<file path="src/rtl/erragg_pkg.sv">
package erragg_pkg;

    localparam int REG_W     = 32;
    localparam int ADDR_W    = 8;
    localparam int NUM_SRC   = 64;
    localparam int NUM_WIRED = 21;
    localparam int NUM_GRP   = NUM_SRC / REG_W;
    localparam int GRP_W     = (NUM_GRP > 1) ? $clog2(NUM_GRP) : 1;
    localparam int SRC_IDX_W = $clog2(NUM_SRC);

    localparam logic [ADDR_W-1:0] CAUSE_BASE = 8'h00;
    localparam logic [ADDR_W-1:0] MASK_BASE  = 8'h20;
    localparam logic [ADDR_W-1:0] BELL_OFS   = 8'h30;

    typedef enum logic [1:0] {
        SEL_NONE,
        SEL_CAUSE,
        SEL_MASK,
        SEL_BELL
    } reg_sel_e;

    typedef struct packed {
        reg_sel_e         sel;
        logic [GRP_W-1:0] grp;
    } reg_dec_t;

    function automatic reg_dec_t decode_addr(input logic [ADDR_W-1:0] a);
        reg_dec_t d;
        d.sel = SEL_NONE;
        d.grp = '0;
        for (int g = 0; g < NUM_GRP; g++) begin
            if (a == CAUSE_BASE + ADDR_W'(4 * g)) begin
                d.sel = SEL_CAUSE;
                d.grp = GRP_W'(g);
            end
            if (a == MASK_BASE + ADDR_W'(4 * g)) begin
                d.sel = SEL_MASK;
                d.grp = GRP_W'(g);
            end
        end
        if (a == BELL_OFS) begin
            d.sel = SEL_BELL;
        end
        return d;
    endfunction

    function automatic logic bell_in_range(input logic [REG_W-1:0] v);
        return (v >= REG_W'(NUM_WIRED)) && (v < REG_W'(NUM_SRC));
    endfunction

endpackage

</file>
<file path="src/rtl/erragg_regif.sv">
module erragg_regif
    import erragg_pkg::*;
(
    input  logic [ADDR_W-1:0]  reg_addr,
    input  logic               reg_wr,
    input  logic [REG_W-1:0]   reg_wdata,
    input  logic [NUM_SRC-1:0] cause_all,
    input  logic [NUM_SRC-1:0] mask_all,
    output logic [NUM_SRC-1:0] clr_all,
    output logic [NUM_SRC-1:0] bell_set,
    output logic [NUM_GRP-1:0] mask_we,
    output logic [REG_W-1:0]   reg_rdata
);

    reg_dec_t dec;

    always_comb begin
        dec = decode_addr(reg_addr);
    end

    // Write side: per-group clear strobes and mask write enables.
    always_comb begin
        clr_all = '0;
        mask_we = '0;
        for (int g = 0; g < NUM_GRP; g++) begin
            if (reg_wr && dec.sel == SEL_CAUSE && int'(dec.grp) == g) begin
                clr_all[g*REG_W +: REG_W] = reg_wdata;
            end
            if (reg_wr && dec.sel == SEL_MASK && int'(dec.grp) == g) begin
                mask_we[g] = 1'b1;
            end
        end
    end

    // Doorbell: one-hot set for an in-range source number, nothing otherwise.
    always_comb begin
        bell_set = '0;
        if (reg_wr && dec.sel == SEL_BELL && bell_in_range(reg_wdata)) begin
            for (int s = NUM_WIRED; s < NUM_SRC; s++) begin
                if (reg_wdata[SRC_IDX_W-1:0] == SRC_IDX_W'(s)) begin
                    bell_set[s] = 1'b1;
                end
            end
        end
    end

    // Read side: only cause and mask words are visible.
    always_comb begin
        reg_rdata = '0;
        case (dec.sel)
            SEL_CAUSE: reg_rdata = cause_all[int'(dec.grp)*REG_W +: REG_W];
            SEL_MASK:  reg_rdata = mask_all[int'(dec.grp)*REG_W +: REG_W];
            default:   reg_rdata = '0;
        endcase
    end

endmodule

</file>
<file path="src/rtl/erragg_group.sv">
module erragg_group
    import erragg_pkg::*;
(
    input  logic             clk,
    input  logic             rst,
    input  logic [REG_W-1:0] set_bits,
    input  logic [REG_W-1:0] clr_bits,
    input  logic             mask_we,
    input  logic [REG_W-1:0] mask_wdata,
    output logic [REG_W-1:0] cause_q,
    output logic [REG_W-1:0] mask_q
);

    logic [REG_W-1:0] cause_d;

    // A new assertion wins over a clear on the same edge.
    always_comb begin
        cause_d = (cause_q & ~clr_bits) | set_bits;
    end

    always_ff @(posedge clk) begin
        if (rst) begin
            cause_q <= '0;
            mask_q  <= '1;
        end else begin
            cause_q <= cause_d;
            if (mask_we) begin
                mask_q <= mask_wdata;
            end
        end
    end

endmodule

</file>
<file path="src/rtl/erragg_irq.sv">
module erragg_irq
    import erragg_pkg::*;
(
    input  logic               clk,
    input  logic               rst,
    input  logic [NUM_SRC-1:0] cause_all,
    input  logic [NUM_SRC-1:0] mask_all,
    output logic               irq_out
);

    logic [NUM_GRP-1:0] grp_hit;

    always_comb begin
        for (int g = 0; g < NUM_GRP; g++) begin
            grp_hit[g] = |(cause_all[g*REG_W +: REG_W] & ~mask_all[g*REG_W +: REG_W]);
        end
    end

    always_ff @(posedge clk) begin
        if (rst) begin
            irq_out <= 1'b0;
        end else begin
            irq_out <= |grp_hit;
        end
    end

endmodule

</file>
<file path="src/rtl/erragg_top.sv">
module erragg_top
    import erragg_pkg::*;
(
    input  logic                 clk,
    input  logic                 rst,
    input  logic [NUM_WIRED-1:0] wired_lvl,
    input  logic [ADDR_W-1:0]    reg_addr,
    input  logic                 reg_wr,
    input  logic [REG_W-1:0]     reg_wdata,
    output logic [REG_W-1:0]     reg_rdata,
    output logic                 irq_out
);

    logic [NUM_SRC-1:0] cause_all;
    logic [NUM_SRC-1:0] mask_all;
    logic [NUM_SRC-1:0] clr_all;
    logic [NUM_SRC-1:0] bell_set;
    logic [NUM_SRC-1:0] set_all;
    logic [NUM_GRP-1:0] mask_we;

    erragg_regif regif_i (
        .reg_addr  (reg_addr),
        .reg_wr    (reg_wr),
        .reg_wdata (reg_wdata),
        .cause_all (cause_all),
        .mask_all  (mask_all),
        .clr_all   (clr_all),
        .bell_set  (bell_set),
        .mask_we   (mask_we),
        .reg_rdata (reg_rdata)
    );

    always_comb begin
        set_all = bell_set;
        set_all[NUM_WIRED-1:0] = set_all[NUM_WIRED-1:0] | wired_lvl;
    end

    for (genvar g = 0; g < NUM_GRP; g++) begin : g_grp
        erragg_group grp_i (
            .clk        (clk),
            .rst        (rst),
            .set_bits   (set_all[g*REG_W +: REG_W]),
            .clr_bits   (clr_all[g*REG_W +: REG_W]),
            .mask_we    (mask_we[g]),
            .mask_wdata (reg_wdata),
            .cause_q    (cause_all[g*REG_W +: REG_W]),
            .mask_q     (mask_all[g*REG_W +: REG_W])
        );
    end

    erragg_irq irq_i (
        .clk       (clk),
        .rst       (rst),
        .cause_all (cause_all),
        .mask_all  (mask_all),
        .irq_out   (irq_out)
    );

endmodule

</file>
<file path="config.mk">
export PLATFORM = sky130hd
export DESIGN_NAME = erragg_top
export DESIGN_NICKNAME = d
export VERILOG_FILES = /design/src/rtl/erragg_pkg.sv /design/src/rtl/erragg_regif.sv /design/src/rtl/erragg_group.sv /design/src/rtl/erragg_irq.sv /design/src/rtl/erragg_top.sv
export SDC_FILE = /design/constraint.sdc
export NUM_CORES = 1
export LEC_CHECK = 0
export ABC_AREA = 1
export BUFFER_PORTS_ARGS = -buffer_cell sky130_fd_sc_hd__clkbuf_2
export CAP_MARGIN = 20
export CORE_AREA = 2 2 140 142
export DETAILED_ROUTE_END_ITERATION = 7
export DIE_AREA = 0 0 142 144
export HOLD_SLACK_MARGIN = 0.1
export PLACE_DENSITY_LB_ADDON = 0.1
export SLEW_MARGIN = 10
export SYNTH_ARGS = -nofsm -noshare
export SYNTH_HDL_FRONTEND = slang
export SYNTH_HIERARCHICAL = 1
export SYNTH_SLANG_ARGS = --single-unit
</file>
<file path="constraint.sdc">
create_clock -name clk -period 6.9 [get_ports clk]
set_clock_uncertainty 0.2 [all_clocks]
set_input_delay 0.345 -clock clk [delete_from_list [all_inputs] [get_ports clk]]
set_output_delay 0.345 -clock clk [all_outputs]
set_load 0.01 [all_outputs]
</file>
[Word-level counts from Yosys, hierarchy flattened]
Index checks and enable logic that the tools add are counted.
Storage, ports and cells
  flip-flop bits (word level): 129
  logic and storage cells: 135
Cells by class
  reductions and logical operators: 11
  bitwise logic cells: 11
  equal/unequal tests: 50
  order comparisons: 2
  muxes and demuxes: 54
  shifts and indexed selects: 2
Operator list (count)
  == test 6 bit, second input constant: 32
  AND 32 bit: 4
  inverter 32 bit: 4
  variable part select 64 x 7 -> 32 bit: 2
  == test 6 x 5 -> 1 bit, second input constant: 11
  2-to-1 mux 32 bit: 2
  OR 32 bit: 2
  case mux 32 bit (2 select lines): 1
  OR reduction 64 bit: 1
  2-to-1 mux 1 bit: 45
  2-to-1 mux 43 bit: 1
  greater-or-equal comparator 32 x 5 -> 1 bit, second input constant: 1
  less-than comparator 32 x 7 -> 1 bit, second input constant: 1
  == test 8 x 6 -> 1 bit, second input constant: 3
  logical AND 1 bit: 9
  2-to-1 mux 3 bit: 3
  == test 8 x 3 -> 1 bit, second input constant: 1
  zero test 8 bit: 1
  == test 2 bit, second input constant: 2
  2-to-1 mux 2 bit: 2
  == test 2 x 1 -> 1 bit, second input constant: 1
  inverter 1 bit: 1

[Logic depth before layout (Yosys ltp)]
Gate-level depths: netlist of the first run.
  word-level depth: 13
  depth in mapped cells: 16
  depth with buffers taken out: 14

[Hierarchy]
The synthesis of the first run kept the hierarchy.
By module, submodules not included
  erragg_group: cells an instance 304, instances 2, area an instance 2434.8 µm², seq. area each 1281.2 µm²
  erragg_regif: cells an instance 613, instances 1, area an instance 2602.5 µm², seq. area each 0.0 µm²
  erragg_irq: cells an instance 180, instances 1, area an instance 708.2 µm², seq. area each 20.0 µm²
  erragg_top: cells an instance 63, instances 1, area an instance 236.5 µm², seq. area each 0.0 µm²

[Worst setup path after synthesis of the first run]
OpenSTA, ideal clock, no wires.
  kind: input to output
  from: in reg_addr[7]
  to: out reg_rdata[12]
  arrival time: 2141 ps
  slack: 4214 ps
  required time: 6355 ps
  cell stages on the path: 12
  buffers on the path: 1
  path through: nor2_2 nand2_2 or2_2 o21ai_0 inv_1 ha_1 inv_2 clkbuf_1 nand2_1 nand2_1 o21ai_0 nor2_1
Between the ends
  longest elaborated chain between the ends: 8
  elaborated cells between the ends (all ways): 15
  classes of those cells: eq/ne: 6; shift: 2; mux: 6; reduce/logical: 1
Ends and longest elaborated chain
  from (decl): line erragg_top.sv:7  | input logic [ADDR_W-1:0] reg_addr,
  parallel branches: the longest is 7 deep, another holds variable part select 64 x 7 -> 32 bit
  case mux 32 bit (2 select lines) *: line erragg_regif.sv:50  | case (dec.sel)
  to (decl): line erragg_top.sv:10  | output logic [REG_W-1:0] reg_rdata,
Every way passes the cells marked *.

[Worst setup path in the final report of the first run]
  from: in reg_addr[7]
  to: out reg_rdata[1]
Same word-level chain as after synthesis.

==> qor.tcl, run 1 <==
set qor(run_status) {completed}
set qor(grt.met1_usage) 0.387
set qor(h_tree_levels) 4
set qor(groute.layer.met3.usage) 0.0460
set qor(timing.max_slew.rel_slack) 0.324
set qor(floorplan.initialDensity) 0.441
set qor(synth-warning-count) 6
set qor(netlist.area_leader.share) 0.307
set qor(grt.busiest_layer) {met2}
set qor(finalNonFillerCells) 1826
set qor(layout.cells.most_common) {nand2_1}
set qor(cts_num_sinks) 129
set qor(combPwrFrac) 0.080
set qor(worstPathBufferInverterCount) 5
set qor(cp_max_fo) 35
set qor(yosysTopAreaCell) {dfxtp_1}
set qor(final_util) 0.517
set qor(gr-usage-all-layers) 0.288
set qor(drc) 0
set qor(io-pin-count) 97
set qor(post_drt_via_cell_ratio) 4.84
set qor(design.core.area_um2) 19100
set qor(final_net_count) 1643
set qor(netlist-cell-type-count) 27
set qor(grt_pass1_vias) 8191
set qor(dp_hpwl_um) 19400
set qor(setup.worst_path.start_class) {input pin}
set qor(drt_wl_total_um) 28600
set qor(cts_root_buf) {clkbuf_16}
set qor(die_h_um) 144
set qor(grt_first_pass_wirelength_um) 44800
set qor(power_switching_share) 0.237
set qor(syn_inst) 1464
set qor(power-per-cell-area_nw_per_um2) 190
set qor(pwr-share-clk) 0.512
set qor(tritoncts) {built}
set qor(diodes) 0
set qor(drive_gt1_frac) 0.128
set qor(synthesis.area_per_instance_um2) 5.75
set qor(synth-seq-cells) 129
set qor(via_count) 8841
set qor(grt_setup_unrepaired) {no}
set qor(grt_max_degree) 66
set qor(critPathKind) {input pin to output pin}
set qor(worstPathArrival_ns) 3.29
set qor(ys_top_cells_by_area) {dfxtp_1, nand2_1, inv_1}
set qor(max_cap_violations) 0
set qor(dp.cells) 1744
set qor(synth.cell_area_um2) 8420
set qor(drtIter0Drc) 730
set qor(cts-buffers-inserted) 17
set qor(power.static_leakage_uw) 0.00536
set qor(totalNegativeSetupSlack_ns) 0
set qor(p_seq_frac) 0.408
set qor(timing_max_transition_violations_final) 0
set qor(drt-wirelength-per-cell_um) 15.7
set qor(antenna_found_initial) 0
set qor(synth-seq-area-share) 0.307
set qor(row_count) 51
set qor(gr-usage-met2) 0.479
set qor(cell_internal_pwr_uw) 1430
set qor(maxClockFrequency_mhz) 261
set qor(globalplace.congestion) 0.919
set qor(net-switching-power_uw) 444
set qor(endpoint_kind) {output pin}
set qor(congestion_overflow_gr) 0
set qor(post_cts_buffers) 0
set qor(residual_antenna_violating_net_count_after_detailed_routing) 0
set qor(timing.critical_path.cells) {clkbuf_2 > nor2_2 > nand2_2 > or2_2 > o21ai_0 > inv_1 > ha_2 > inv_2 > buf_4 > nand2_1 > nand2_1 > nor2_1 > nor2_1 > clkbuf_2}
set qor(setup_viol_count_final) 0
set qor(finalCritPeriodShare) 0.556
set qor(reg2reg_depth) 8
set qor(worst_skew_late_latency_ns) 0.43
set qor(timing.critical_path.depth) 14
set qor(min_period_ns) 3.84
set qor(worst_hold_slack_ns) 0.107
set qor(hold_path_class) {input pin to flop}
set qor(worst_ep_required_time_ns) 6.36
set qor(cts_buffer_depth) 2
set qor(buffer_ports.inserted) 96
set qor(drtPass1Iterations) 7
set qor(standard_cell_with_the_maximum_stage_delay_on_the_critical_path) {buf_4}
set qor(path_clk_slew_ns) 0.06
set qor(cp_delay_by_family_top) {buffers and inverters}
set qor(area_of_the_die_um2) 20400
set qor(finalHoldViolCount) 0
set qor(worst_pin_slew_ns) 1.01
set qor(most-common-layout-cells) {nand2_1, inv_1, nor2_1}
set qor(cpPeakStageDelay_ns) 0.51
set qor(whs_path_depth) 5
set qor(area_growth_synth_to_finish_pct) 17.1
set qor(die_w_um) 142
set qor(worst_ir_drop_vdd_uv) 155
## layout make-up
class                      instances  area (um2)
fill                            2047        9220
multi-input combinational        987        4210
sequential                       129        2580
inverter                         284        1080
timing repair buffer             157        1070
clock buffer                      20         457
tap                              238         298
clock inverter                    11         161
## registers in the layout (all words and copies together) (netlist names)
| register | flops |
|---|---|
| g_grp.grp_i/cause_q | 64 |
| g_grp.grp_i/mask_q | 64 |
| irq_i/irq_out | 1 |
## layer usage
metal | up-vias | part of all wire
met5 | - | 0
met4 | 0 | 0.021
met3 | 50 | 0.059
met2 | 301 | 0.47
met1 | 4039 | 0.45
li1 | 4451 | -
## timing repair
action | in CTS | in global routing
gates resized for setup | 0 | 0
hold buffers | 50 | 0
hold endpoints to repair | 81 | 0
## path summary, 6_finish.rpt
check / from / to / slack, ns
worst min-delay path: wired_lvl[10] / g_grp[0].grp_i/cause_q[10]$_SDFF_PP0_ / 0.11
worst max-delay path: reg_addr[7] / reg_rdata[1] / 3.06
worst max register to register: g_grp[0].grp_i/cause_q[14]$_SDFF_PP0_ / irq_i/irq_out$_SDFF_PP0_ / 5.27
worst min register to register: g_grp[1].grp_i/cause_q[24]$_SDFF_PP0_ / g_grp[1].grp_i/cause_q[24]$_SDFF_PP0_ / 0.27
## cell families (layout without fill, tap and decap cells)
group / count (synthesis) / in the layout / synth area share
flip-flops: 129 / 129 / 0.307
AO/OA/AOI/OAI: 112 / 112 / 0.0666
AND/OR/NAND/NOR: 851 / 851 / 0.418
other: 1 / 21 / 0.000446
adder cells (fa/ha/maj): 3 / 3 / 0.00446
buffers and inverters: 368 / 472 / 0.204
## power by group through the flow
stage                     clock network [uW]  registers (uW)  logic [uW]
after floorplan                            0             777        83.3
after global placement                     0             780         124
after detailed placement                   0             780         124
after CTS                                971             764         147
after global routing                    1000             765         166
final                                    959             764         150
## worst reg2reg max path, delay by kind of cell, from the launching register on
family / cells / cell delay (ns)
flops: 1 / 0.36
simple gates: 8 / 0.91
## cell usage after synthesis (all sizes together)
cell type and n:
clkbuf 15, nand2 541, ha 3, nor2 228, or2 1, nor4 1
nor3 1, buf 69, a21oi 65, inv 284, o21ai 47, nand3 79
conb 1, dfxtp 129
## stage by stage
| stage | total power [uW] | area [um2] | worst slack [ns] |
|---|---|---|---|
| 5_1_grt | 1930 | 9860 | 2.89 |
| 4_1_cts | 1880 | 9850 | 3.13 |
| 2_1_floorplan | 860 | 8490 | 4.21 |
| 3_5_place_dp | 904 | 8730 | 2.91 |
| 3_3_place_gp | 904 | 8720 | 2.98 |
| 6_report | 1870 | 9860 | 3.06 |
Note: power is estimated with default switching activity, not from simulation.
==> inputs of run 2 (changes only) <==
- ABC_AREA: 1 -> 0
- CORE_AREA: 2 2 140 142 -> 2 2 137 139
- DIE_AREA: 0 0 142 144 -> 0 0 139 141
- clock period: 6.9 -> 3.3 ns (I/O delays scaled with it)
==> run 2 against run 1 <==
Net effect:
- total power is 94% higher
- critical path depth down 4
- largest power group unchanged
- via count shrank 22%
- sequential share of layout area increased by 0.30 points
- first-iteration DRC count shrank 44%
- critical endpoint is now reg_rdata[21]
- synthesized cell count fell by 33%
==> qor.tcl, run 2 <==
set qor(gr-usage-met2) 0.404 ;# was 0.479
set qor(row_count) 50 ;# was 51
set qor(power-per-cell-area_nw_per_um2) 372 ;# was 190 nW/um2
set qor(dpl_cell_area_um2) 8620 ;# was 8730 um2
set qor(via_count) 6880 ;# was 8841
set qor(residual_antenna_violating_net_count_after_detailed_routing) 0 ;# unchanged
set qor(finalHoldViolCount) 0 ;# unchanged
set qor(cpPeakStageDelay_ns) 0.49 ;# was 0.51 ns
set qor(run_status) {completed} ;# unchanged
set qor(antenna_found_initial) 0 ;# unchanged
set qor(critPathKind) {input pin to output pin} ;# unchanged
set qor(cts_root_buf) {clkbuf_16} ;# unchanged
set qor(worst_skew_late_latency_ns) 0.42 ;# was 0.43 ns
set qor(worst_ir_drop_vdd_uv) 388 ;# was 155 uV
set qor(groute.layer.met3.usage) 0.0411 ;# was 0.0460
set qor(drive_gt1_frac) 0.193 ;# was 0.128
set qor(grt_setup_unrepaired) {no} ;# unchanged
set qor(endpoint_kind) {output pin} ;# unchanged
set qor(cts-buffers-inserted) 17 ;# unchanged
set qor(setup.worst_path.start_class) {input pin} ;# unchanged
set qor(totalNegativeSetupSlack_ns) 0 ;# unchanged
set qor(post_cts_buffers) 0 ;# unchanged
set qor(gr-usage-all-layers) 0.246 ;# was 0.288
set qor(dp_slack_ns) 0.0980 ;# was 2.91 ns
set qor(ys.flop_type) {dfxtp_1} ;# unchanged
set qor(pwr-share-clk) 0.480 ;# was 0.512
set qor(cell_internal_pwr_uw) 2780 ;# was 1430 uW
set qor(drtIter0Drc) 407 ;# was 730
set qor(area_growth_synth_to_finish_pct) 21.5 ;# was 17.1%
set qor(drt_wl_total_um) 23900 ;# was 28600 um
set qor(io-pin-count) 97 ;# unchanged
set qor(largest_registers) {g_grp.grp_i/cause_q: 64 flops, g_grp.grp_i/mask_q: 64 flops, irq_i/irq_out: 1 flops} ;# unchanged
set qor(design_area_um2) 9750 ;# was 9860 um2
set qor(cp_max_fo) 32 ;# was 35
set qor(post_drt_via_cell_ratio) 5.06 ;# was 4.84
set qor(path_clk_slew_ns) 0.06 ;# about the same
set qor(drtPass1Iterations) 5 ;# was 7
set qor(setup_viol_count_final) 0 ;# unchanged
set qor(dp_hpwl_um) 16200 ;# was 19400 um
set qor(grt_pass1_vias) 6678 ;# was 8191
set qor(final_util) 0.534 ;# was 0.517
set qor(die_w_um) 139 ;# was 142 um
set qor(grt.busiest_layer) {met2} ;# unchanged
set qor(buffer_ports.inserted) 96 ;# unchanged
set qor(worstPathBufferInverterCount) 3 ;# was 5
set qor(synth-seq-cells) 129 ;# unchanged
set qor(timing.critical_path.cells) {clkbuf_2 > or3_1 > nor3_2 > and3_1 > ha_2 > buf_12 > mux2_2 > nand2_1 > mux2i_1 > clkbuf_2} ;# was clkbuf_2 > nor2_2 > nand2_2 > or2_2 > o21ai_0 > inv_1 > ha_2 > inv_2 > buf_4 > nand2_1 > nand2_1 > nor2_1 > nor2_1 > clkbuf_2
set qor(die_h_um) 141 ;# was 144 um
set qor(drt-wirelength-per-cell_um) 17.5 ;# was 15.7 um
set qor(timing.max_slew.rel_slack) 0.507 ;# was 0.324
set qor(yosysTopAreaCell) {dfxtp_1} ;# unchanged
set qor(syn_inst) 988 ;# was 1464
set qor(most-common-layout-cells) {dfxtp_1, inv_1, clkbuf_2} ;# was nand2_1, inv_1, nor2_1
set qor(drc) 0 ;# unchanged
set qor(netlist-cell-type-count) 43 ;# was 27
set qor(finalCritPeriodShare) 0.871
set qor(synth-seq-area-share) 0.322 ;# was 0.307
set qor(hold_path_class) {input pin to flop} ;# unchanged
set qor(power_switching_share) 0.234 ;# was 0.237
set qor(final_net_count) 1182 ;# was 1643
set qor(finalNonFillerCells) 1361 ;# was 1826
set qor(standard_cell_with_the_maximum_stage_delay_on_the_critical_path) {or3_1} ;# was buf_4
set qor(maxClockFrequency_mhz) 348
set qor(globalplace.congestion) 0.898 ;# was 0.919
set qor(grt.met1_usage) 0.331 ;# was 0.387
set qor(h_tree_levels) 4 ;# unchanged
set qor(tritoncts) {built} ;# unchanged
set qor(synth-edff-count) 0 ;# unchanged
set qor(ys_top_cells_by_area) {dfxtp_1, mux2_2, a211o_1} ;# was dfxtp_1, nand2_1, inv_1
set qor(p_seq_frac) 0.440 ;# was 0.408
set qor(power.static_leakage_uw) 0.00393 ;# was 0.00536 uW
set qor(min_period_ns) 2.87
set qor(dp.cells) 1271 ;# was 1744
set qor(async_flop_share) 0 ;# unchanged
set qor(net-switching-power_uw) 849 ;# was 444 uW
set qor(grt_first_pass_wirelength_um) 37700 ;# was 44800 um
set qor(diodes) 0 ;# unchanged
set qor(worst_ep_required_time_ns) 2.93 ;# was 6.36 ns
set qor(max_cap_violations) 0 ;# unchanged
set qor(combPwrFrac) 0.080 ;# about the same
set qor(cts_num_sinks) 129 ;# unchanged
set qor(worstPathArrival_ns) 2.51 ;# was 3.29 ns
set qor(grt_max_degree) 65 ;# was 66
set qor(postLayoutSetupSlackWorst_ns) 0.426 ;# was 3.06 ns
set qor(synth.cell_area_um2) 8020 ;# was 8420 um2
set qor(design.core.area_um2) 18300 ;# was 19100 um2
set qor(netlist.area_leader.share) 0.322 ;# was 0.307
set qor(area_of_the_die_um2) 19600 ;# was 20400 um2
set qor(worst_pin_slew_ns) 0.740 ;# was 1.01 ns
set qor(congestion_overflow_gr) 0 ;# unchanged
set qor(timing_max_transition_violations_final) 0 ;# unchanged
set qor(filler_cell_count) 1802 ;# was 2047
set qor(layout.cells.most_common) {dfxtp_1} ;# was nand2_1
set qor(timing.critical_path.mode_cell) {clkbuf_2}
set qor(synth-warning-count) 6 ;# unchanged
set qor(cp_delay_by_family_top) {simple AND/OR/NAND/NOR gates} ;# was buffers and inverters
set qor(floorplan.initialDensity) 0.439 ;# was 0.441
set qor(cts_buffer_depth) 2 ;# unchanged
set qor(synth_most_common_cell) {dfxtp_1} ;# was nand2_1
set qor(netlist_top_cells_count) {dfxtp_1, inv_1, nand2b_1, nand2_1} ;# was nand2_1, inv_1, nor2_1, dfxtp_1, a21oi_1
set qor(synthesis.area_per_instance_um2) 8.12 ;# was 5.75 um2
## run 2: changes by cell type after synthesis, sizes merged, moves of 63 or more
cell,before,now
nor2b,0,65
nand3,79,7
nand2,541,74
inv,284,121
and2,0,63
a211o,0,64
nor2,228,4
mux2,0,64
nand2b,0,75
## run 2: logic make-up (layout without fill, tap and decap cells)
group / count (synthesis) / after routing / synth area share
other: 1 / 21 / 0.000467
adders and majority gates: 3 / 3 / 0.00468
muxes: 96 / 96 / 0.130
DFF: 129 / 129 / 0.322
buffers and inverters: 205 / 324 / 0.120
AOI/OAI and AO/OA: 162 / 162 / 0.140
and+or+nand+nor: 392 / 392 / 0.283
## run 2: final timing paths
path	slack [ns]	to	depth (start not counted)	start
worst min-delay path	0.10	g_grp[0].grp_i/cause_q[13]$_SDFF_PP0_	2	rst
worst max register to register	1.35	irq_i/irq_out$_SDFF_PP0_	5	g_grp[0].grp_i/cause_q[8]$_SDFF_PP0_
worst min register to register	0.28	g_grp[0].grp_i/cause_q[29]$_SDFF_PP0_	2	g_grp[0].grp_i/cause_q[29]$_SDFF_PP0_
worst max-delay path	0.43	reg_rdata[21]	10	reg_addr[1]
## run 2: area by class of cell
class | instances | area, um2 | area share
Multi-Input combinational cell | 674 | 4580 | 0.470
Sequential cell | 129 | 2580 | 0.265
Timing Repair Buffer | 172 | 1300 | 0.133
Clock buffer | 25 | 475 | 0.0488
Inverter | 121 | 454 | 0.0466
Tap cell | 234 | 293 | 0.0300
Clock inverter | 6 | 57.6 | 0.00590
## run 2: per-stage QoR
step	total power, uW	hold WS [ns]
2_1_floorplan	1770	0.0283
3_3_place_gp	1860	0.265
3_5_place_dp	1860	0.266
4_1_cts	3660	0.102
5_1_grt	3760	0.129
6_report	3630	0.102
## run 2: what timing repair did
action | CTS | global route
hold buffers | 59 | 0
gates resized for setup | 0 | 0
hold endpoints to repair | 127 | 0
## run 2: power groups by stage
stage	clock (uW)	combinational (uW)	sequential, uW
floorplan	0	142	1620
global placement	0	234	1630
detailed placement	0	233	1630
CTS	1780	290	1600
global route	1840	319	1600
finish	1740	291	1600
## run 2: metal layers
layer,part of all wire,wire [um]
met4,0.016,392
met1,0.48,11400
met5,0,0
met2,0.46,11000
met3,0.044,1040
